--- src/rtl/isr_pkg.sv ---
// Shared constants for the interrupt status unit: source count, level-source
// positions, abort-cause keep mask and the read address map.
package isr_pkg;
    localparam int NSRC        = 12;
    localparam int ABRT_W      = 13;
    localparam int SRC_RX_FULL = 2;
    localparam int SRC_TX_EMPTY = 4;
    localparam int SRC_TX_ABRT = 6;

    // Sources that follow a FIFO level instead of latching an event.
    localparam logic [NSRC-1:0] LEVEL_SRCS =
        (NSRC'(1) << SRC_RX_FULL) | (NSRC'(1) << SRC_TX_EMPTY);

    // Abort cause positions that exist; all others are held at zero.
    localparam logic [ABRT_W-1:0] ABRT_KEEP = 13'h1EBF;

    // Read address map.
    localparam int ADR_RAW      = 0;
    localparam int ADR_MASKED   = 1;
    localparam int ADR_MASK     = 2;
    localparam int ADR_CAUSE    = 3;
    localparam int ADR_CLR_ALL  = 4;
    localparam int ADR_CLR_BASE = 8;
endpackage

--- src/rtl/isr_raw_bank.sv ---
// Raw status bank. One slice per source. A latched slice is set by a source
// pulse and cleared by a read of its own clear address or of the combined
// clear address, and the pulse takes priority over the clear. A level slice
// passes the FIFO condition straight through.
// Assumes: a read clears only when rd_en_i is high at the clock edge.
module isr_raw_bank
    import isr_pkg::*;
#(
    parameter int ADDR_W = 5
) (
    input  logic              clk,
    input  logic              rst_n,
    input  logic [NSRC-1:0]   src_i,
    input  logic              rd_en_i,
    input  logic [ADDR_W-1:0] rd_addr_i,
    output logic [NSRC-1:0]   raw_o
);
    logic clr_all;
    int   sel;

    // Decode the combined clear once for all slices.
    assign sel     = int'(rd_addr_i);
    assign clr_all = rd_en_i && (sel == ADR_CLR_ALL);

    for (genvar i = 0; i < NSRC; i++) begin : g_bit
        if (LEVEL_SRCS[i]) begin : g_lvl
            assign raw_o[i] = src_i[i];
        end else begin : g_lat
            logic q;
            logic clr_me;
            assign clr_me = clr_all || (rd_en_i && (sel == ADR_CLR_BASE + i));
            // Latch the event; an event in the same cycle beats a clear.
            always_ff @(posedge clk) begin
                if (!rst_n) q <= 1'b0;
                else        q <= src_i[i] | (q & ~clr_me);
            end
            assign raw_o[i] = q;
        end
    end
endmodule

--- src/rtl/isr_abort_latch.sv ---
// Abort cause accumulator. Cause pulses are ORed in at the positions that
// exist. A wipe request empties the word, but causes that arrive in the
// same cycle survive.
// Assumes: wipe_i is already qualified with the read strobe.
module isr_abort_latch
    import isr_pkg::*;
(
    input  logic              clk,
    input  logic              rst_n,
    input  logic [ABRT_W-1:0] cause_i,
    input  logic              wipe_i,
    output logic [ABRT_W-1:0] cause_o
);
    logic [ABRT_W-1:0] cause_q;

    // Accumulate the causes, or restart from new causes on a wipe.
    always_ff @(posedge clk) begin
        if (!rst_n) cause_q <= '0;
        else        cause_q <= (wipe_i ? '0 : cause_q) | (cause_i & ABRT_KEEP);
    end

    assign cause_o = cause_q;
endmodule

--- src/rtl/isr_read_mux.sv ---
// Read data selection. Purely combinational: it returns the value in
// front of any clear that the same read causes at the clock edge.
// Assumes: DATA_W >= ABRT_W and DATA_W >= NSRC.
module isr_read_mux
    import isr_pkg::*;
#(
    parameter int ADDR_W = 5,
    parameter int DATA_W = 16
) (
    input  logic [ADDR_W-1:0] rd_addr_i,
    input  logic [NSRC-1:0]   raw_i,
    input  logic [NSRC-1:0]   mask_i,
    input  logic [ABRT_W-1:0] cause_i,
    output logic [DATA_W-1:0] rd_data_o
);
    int sel;
    assign sel = int'(rd_addr_i);

    // Pick one word by address; undecoded addresses read zero.
    always_comb begin
        rd_data_o = '0;
        if (sel == ADR_RAW || sel == ADR_CLR_ALL)
            rd_data_o[NSRC-1:0] = raw_i;
        else if (sel == ADR_MASKED)
            rd_data_o[NSRC-1:0] = raw_i & mask_i;
        else if (sel == ADR_MASK)
            rd_data_o[NSRC-1:0] = mask_i;
        else if (sel == ADR_CAUSE)
            rd_data_o[ABRT_W-1:0] = cause_i;
        else if (sel >= ADR_CLR_BASE && sel < ADR_CLR_BASE + NSRC)
            rd_data_o[0] = raw_i[sel - ADR_CLR_BASE];
    end
endmodule

--- src/rtl/isr_status_unit.sv ---
// Top of the interrupt status unit. It holds the mask register and the
// registered interrupt, and it connects the raw bank, the abort latch and
// the read mux.
// Assumes: a single read port, with the mask written through a separate strobe.
module isr_status_unit
    import isr_pkg::*;
#(
    parameter int ADDR_W = 5,
    parameter int DATA_W = 16
) (
    input  logic              clk,
    input  logic              rst_n,
    input  logic [NSRC-1:0]   src_i,
    input  logic [ABRT_W-1:0] abrt_cause_i,
    input  logic              mask_we_i,
    input  logic [NSRC-1:0]   mask_wdata_i,
    input  logic              rd_en_i,
    input  logic [ADDR_W-1:0] rd_addr_i,
    output logic [DATA_W-1:0] rd_data_o,
    output logic              irq_o
);
    logic [NSRC-1:0]   raw_w;
    logic [NSRC-1:0]   mask_q;
    logic [ABRT_W-1:0] cause_w;
    logic              wipe_w;
    logic              irq_q;
    int                sel;

    assign sel    = int'(rd_addr_i);
    assign wipe_w = rd_en_i && (sel == ADR_CLR_ALL || sel == ADR_CLR_BASE + SRC_TX_ABRT);

    isr_raw_bank #(.ADDR_W(ADDR_W)) u_bank (
        .clk(clk), .rst_n(rst_n), .src_i(src_i),
        .rd_en_i(rd_en_i), .rd_addr_i(rd_addr_i), .raw_o(raw_w)
    );

    isr_abort_latch u_abrt (
        .clk(clk), .rst_n(rst_n), .cause_i(abrt_cause_i),
        .wipe_i(wipe_w), .cause_o(cause_w)
    );

    isr_read_mux #(.ADDR_W(ADDR_W), .DATA_W(DATA_W)) u_mux (
        .rd_addr_i(rd_addr_i), .raw_i(raw_w), .mask_i(mask_q),
        .cause_i(cause_w), .rd_data_o(rd_data_o)
    );

    // Mask register, loaded by the write strobe.
    always_ff @(posedge clk) begin
        if (!rst_n)         mask_q <= '0;
        else if (mask_we_i) mask_q <= mask_wdata_i;
    end

    // Combined interrupt, registered once from the masked status.
    always_ff @(posedge clk) begin
        if (!rst_n) irq_q <= 1'b0;
        else        irq_q <= |(raw_w & mask_q);
    end

    assign irq_o = irq_q;
endmodule

--- config.mk ---
export PLATFORM = sky130hd
export DESIGN_NAME = isr_status_unit
export DESIGN_NICKNAME = d
export VERILOG_FILES = /design/src/rtl/isr_pkg.sv /design/src/rtl/isr_raw_bank.sv /design/src/rtl/isr_abort_latch.sv /design/src/rtl/isr_read_mux.sv /design/src/rtl/isr_status_unit.sv
export SDC_FILE = /design/constraint.sdc
export NUM_CORES = 1
export LEC_CHECK = 0
export BUFFER_PORTS_ARGS = -buffer_cell sky130_fd_sc_hd__buf_2
export CAP_MARGIN = 20
export CORE_MARGIN = 2
export CORE_UTILIZATION = 35
export CTS_BUF_LIST = sky130_fd_sc_hd__clkbuf_16
export DETAILED_ROUTE_END_ITERATION = 10
export PLACE_DENSITY = 0.71
export SYNTH_ARGS = -nofsm -noshare
export SYNTH_HDL_FRONTEND = slang
export SYNTH_SLANG_ARGS = --single-unit
--- constraint.sdc ---
create_clock -name clk -period 2.4 [get_ports clk]
set_input_delay 0.6 -clock clk [delete_from_list [all_inputs] [get_ports clk]]
set_output_delay 0.6 -clock clk [all_outputs]
set_load 0.01 [all_outputs]
==> impl_metrics.json <==
{
  "status": "finished with violations",
  "violations": "negative setup slack",
  "routed_wl_um": 4980,
  "fillCellCount": 521,
  "min_path_type": "register to register",
  "maxCapViolations": 0,
  "critPathKind": "input pin to output pin",
  "setup_ws_ns": -0.00694,
  "critPathLaunch": "rd_addr_i[4]",
  "path_depth": 7,
  "cts_buffer_depth": 2,
  "synth-seq-cells": 34,
  "p_switching_mw": 0.376,
  "wl_met3_um": 366,
  "rows": 26,
  "firstDrtPassIters": 4,
  "slowest_stage": "or3_4",
  "synth_top_area_share_pct": 38.0,
  "grt_pass1_wl_um": 7840,
  "antenna_cells": 0,
  "finalSetupViolations": 1,
  "synthTopCellsByArea": "dfxtp_1 38%, nor2_1 8.2%, mux2i_1 7.8%, a21oi_1 5.9%, a31oi_1 3.8%",
  "wire_per_inst_um": 14.0,
  "clkPwrFrac_pct": 41.3,
  "cp-start-kind": "input pin",
  "cts_inserted_buffers": 5,
  "highest_layer": "met4",
  "worstPathRequired_ns": 1.80,
  "critPathCapture": "rd_data_o[1]",
  "comb_power_share_pct": 14.9,
  "synthTopCellsByCount": "39 x nor2_1, 34 x dfxtp_1, 21 x a21oi_1",
  "core_um2": 5010,
  "reg2reg_from": "u_bank.g_bit[6].g_lat.q",
  "syn_area_um2": 1790,
  "r2r_slack_ns": 1.30,
  "final_cells": 356,
  "sequentialPowerShare_pct": 43.8,
  "drive_gt1_share_pct": 33.9,
  "final_area_um2": 2420,
  "synth_most_common_cell": "nor2_1",
  "synth_flop_cell": "dfxtp_1",
  "postSynthAreaPerCell_um2": 8.37,
  "post_cts_buffers": 0,
  "drt_iter0_drc": 142,
  "drc": 0,
  "insertion_delay_ns": 0.28,
  "cts_tree": "built",
  "cts_root_buf": "clkbuf_16",
  "grt_pass1_vias": 1774,
  "ios": 63,
  "die_h_um": 75.5,
  "wl_met2_um": 2370,
  "dp.cells": 347,
  "worstSetupEndpointType": "output pin",
  "dpl.hpwl_um": 3790,
  "slew_violations": 0,
  "postSynthCellCount": 214,
  "timing.final.crit_share_pct": 100,
  "portBuffers": 57,
  "wl_met1_um": 2160,
  "crit_family": "simple AND/OR/NAND/NOR gates",
  "ys_seq_area_share_pct": 38.0,
  "powerDensity_nw_per_um2": 606,
  "period_minus_slack_ns": 2.41,
  "cp_cell_sequence": "buf_6 -> or3_4 -> nor3_4 -> buf_12 -> a21oi_1 -> o21ai_1 -> buf_2",
  "synth_top_cell_by_area": "dfxtp_1",
  "worst-path-buf-inv": 3,
  "path_max_fanout": 11,
  "clk_pin_slew_ns": 0.05,
  "ys_types": 39,
  "num_vias": 1817,
  "worstPathArrival_ns": 1.81,
  "yosysWarningCount": 0,
  "max_freq_ghz": 0.415,
  "cp_slowest_stage_delay_ns": 0.42,
  "p_leak_nw": 1.09,
  "die-area_um2": 5700,
  "gp_congestion": 0.906,
  "htreeDepth": 2,
  "antenna_found_initial": 0,
  "rr_worst_depth": 3,
  "clkSinkCount": 34,
  "maxSlewHeadroom_pct": 65.0,
  "p_int_mw": 1.09,
  "finalCoreUtilization_pct": 48.3,
  "ant_nets": 0,
  "area_delta_synth_final_pct": 35.2,
  "gr-total-overflow": 0,
  "die_w_um": 75.5,
  "placed_area_um2": 2230,
  "grtUsageTotal_pct": 18.4,
  "hold_violations": 0,
  "ir_drop_mv": 0.349,
  "viasPerCell": 5.10,
  "initial_core_util_pct": 35.7,
  "ys_async_sr_fraction_pct": 0,
  "switching_share_pct": 25.6,
  "synth-edff-count": 0,
  "grt_max_degree": 19,
  "fin_skew_ns": 0.00421,
  "rsz0062_at_grt": "yes",
  "tightest_slew_ns": 0.517,
  "fin_tns_setup_ns": -0.00694,
  "cts_hold_buf": 0,
  "fin_nets": 331,
  "worstReg2RegEnd": "irq_o"
}
area by class of cell:
type,count,area [um2],area share [%]
clock buffers,5,125,5.17
clock inverters,3,12.5,0.517
inverters,12,45.0,1.86
multi-input cells,153,991,40.9
flip-flops and latches,34,681,28.1
well taps,70,87.6,3.62
repair buffers,79,479,19.8
how the worst min path moves through the flow:
| stage | start | to | slack, ns | depth (start not counted) |
|---|---|---|---|---|
| after floorplan | u_abrt.cause_o[12] | u_abrt.cause_o[12] | 0.44 | 2 |
| after global placement | u_abrt.cause_o[12] | u_abrt.cause_o[12] | 0.45 | 2 |
| after detailed placement | u_abrt.cause_o[12] | u_abrt.cause_o[12] | 0.46 | 2 |
| after CTS | u_abrt.cause_o[12] | u_abrt.cause_o[12] | 0.48 | 2 |
| after global routing | u_abrt.cause_o[12] | u_abrt.cause_o[12] | 0.52 | 2 |
| final | u_abrt.cause_o[12] | u_abrt.cause_o[12] | 0.47 | 2 |
power by group through the flow:
stage,sequential [mW],combinational (mW),clock [mW]
4_1_cts,0.642,0.211,0.620
5_1_grt,0.647,0.243,0.638
2_1_floorplan,0.641,0.131,0
3_5_place_dp,0.653,0.209,0
3_3_place_gp,0.651,0.205,0
6_report,0.642,0.219,0.606
registers in the layout (all words and copies together), names as in the netlist:
register              count
mask_q                   12
irq_o                     1
u_bank.g_bit.g_lat.q     10
u_abrt.cause_o           11
repair_timing:
action	4_1_cts	5_1_grt
cloned	0	1
resized for setup	3	9
endpoints found under the setup margin	12	12
pin swaps	0	2
stage by stage:
stage | power (mW) | hold WS, ns | worst slack (ns)
6_report | 1.47 | 0.475 | -0.00694
5_1_grt | 1.53 | 0.523 | -0.0710
4_1_cts | 1.47 | 0.477 | -0.0172
3_5_place_dp | 0.862 | 0.465 | -0.0622
3_3_place_gp | 0.856 | 0.453 | -0.0698
2_1_floorplan | 0.772 | 0.443 | 0.130
cells in the final DEF, fill, tap and decap left out, types with 2 or more instances in the layout:
cell	instances
clkbuf_16	5
a22o_1	5
buf_6	3
a21o_1	2
dfxtp_1	34
nand2_1	8
mux2i_1	14
a22oi_1	9
o21ai_1	9
nor2_2	2
nor2b_1	2
clkinv_1	2
a31oi_1	10
mux4_2	2
conb_1	3
buf_4	19
inv_1	12
nor2_1	38
buf_2	55
a21oi_1	21
nand3_1	6
a221oi_1	3
nor4bb_1	2
worst reg2reg max path, delay by kind of cell (launching register included):
family | cells | cell delay [ns]
DFF | 1 | 0.35
AOI/OAI and AO/OA | 3 | 0.62
kinds of logic after synthesis:
group / count (synthesis) / share of synthesized area (%)
buffers and inverters: 29 / 8.87
and+or+nand+nor: 67 / 18.4
AOI/OAI and AO/OA: 66 / 23.6
DFF: 34 / 38.0
muxes: 16 / 10.3
other: 1 / 0.209
xor gates and xnor gates: 1 / 0.489
routing by layer:
metal	up-vias	GRT usage (%)
li1	905	-
met1	839	24.1
met4	0	7.02
met3	8	4.76
met2	65	29.3
met5	-	0
No activity file was read; power rests on OpenSTA's default activity.
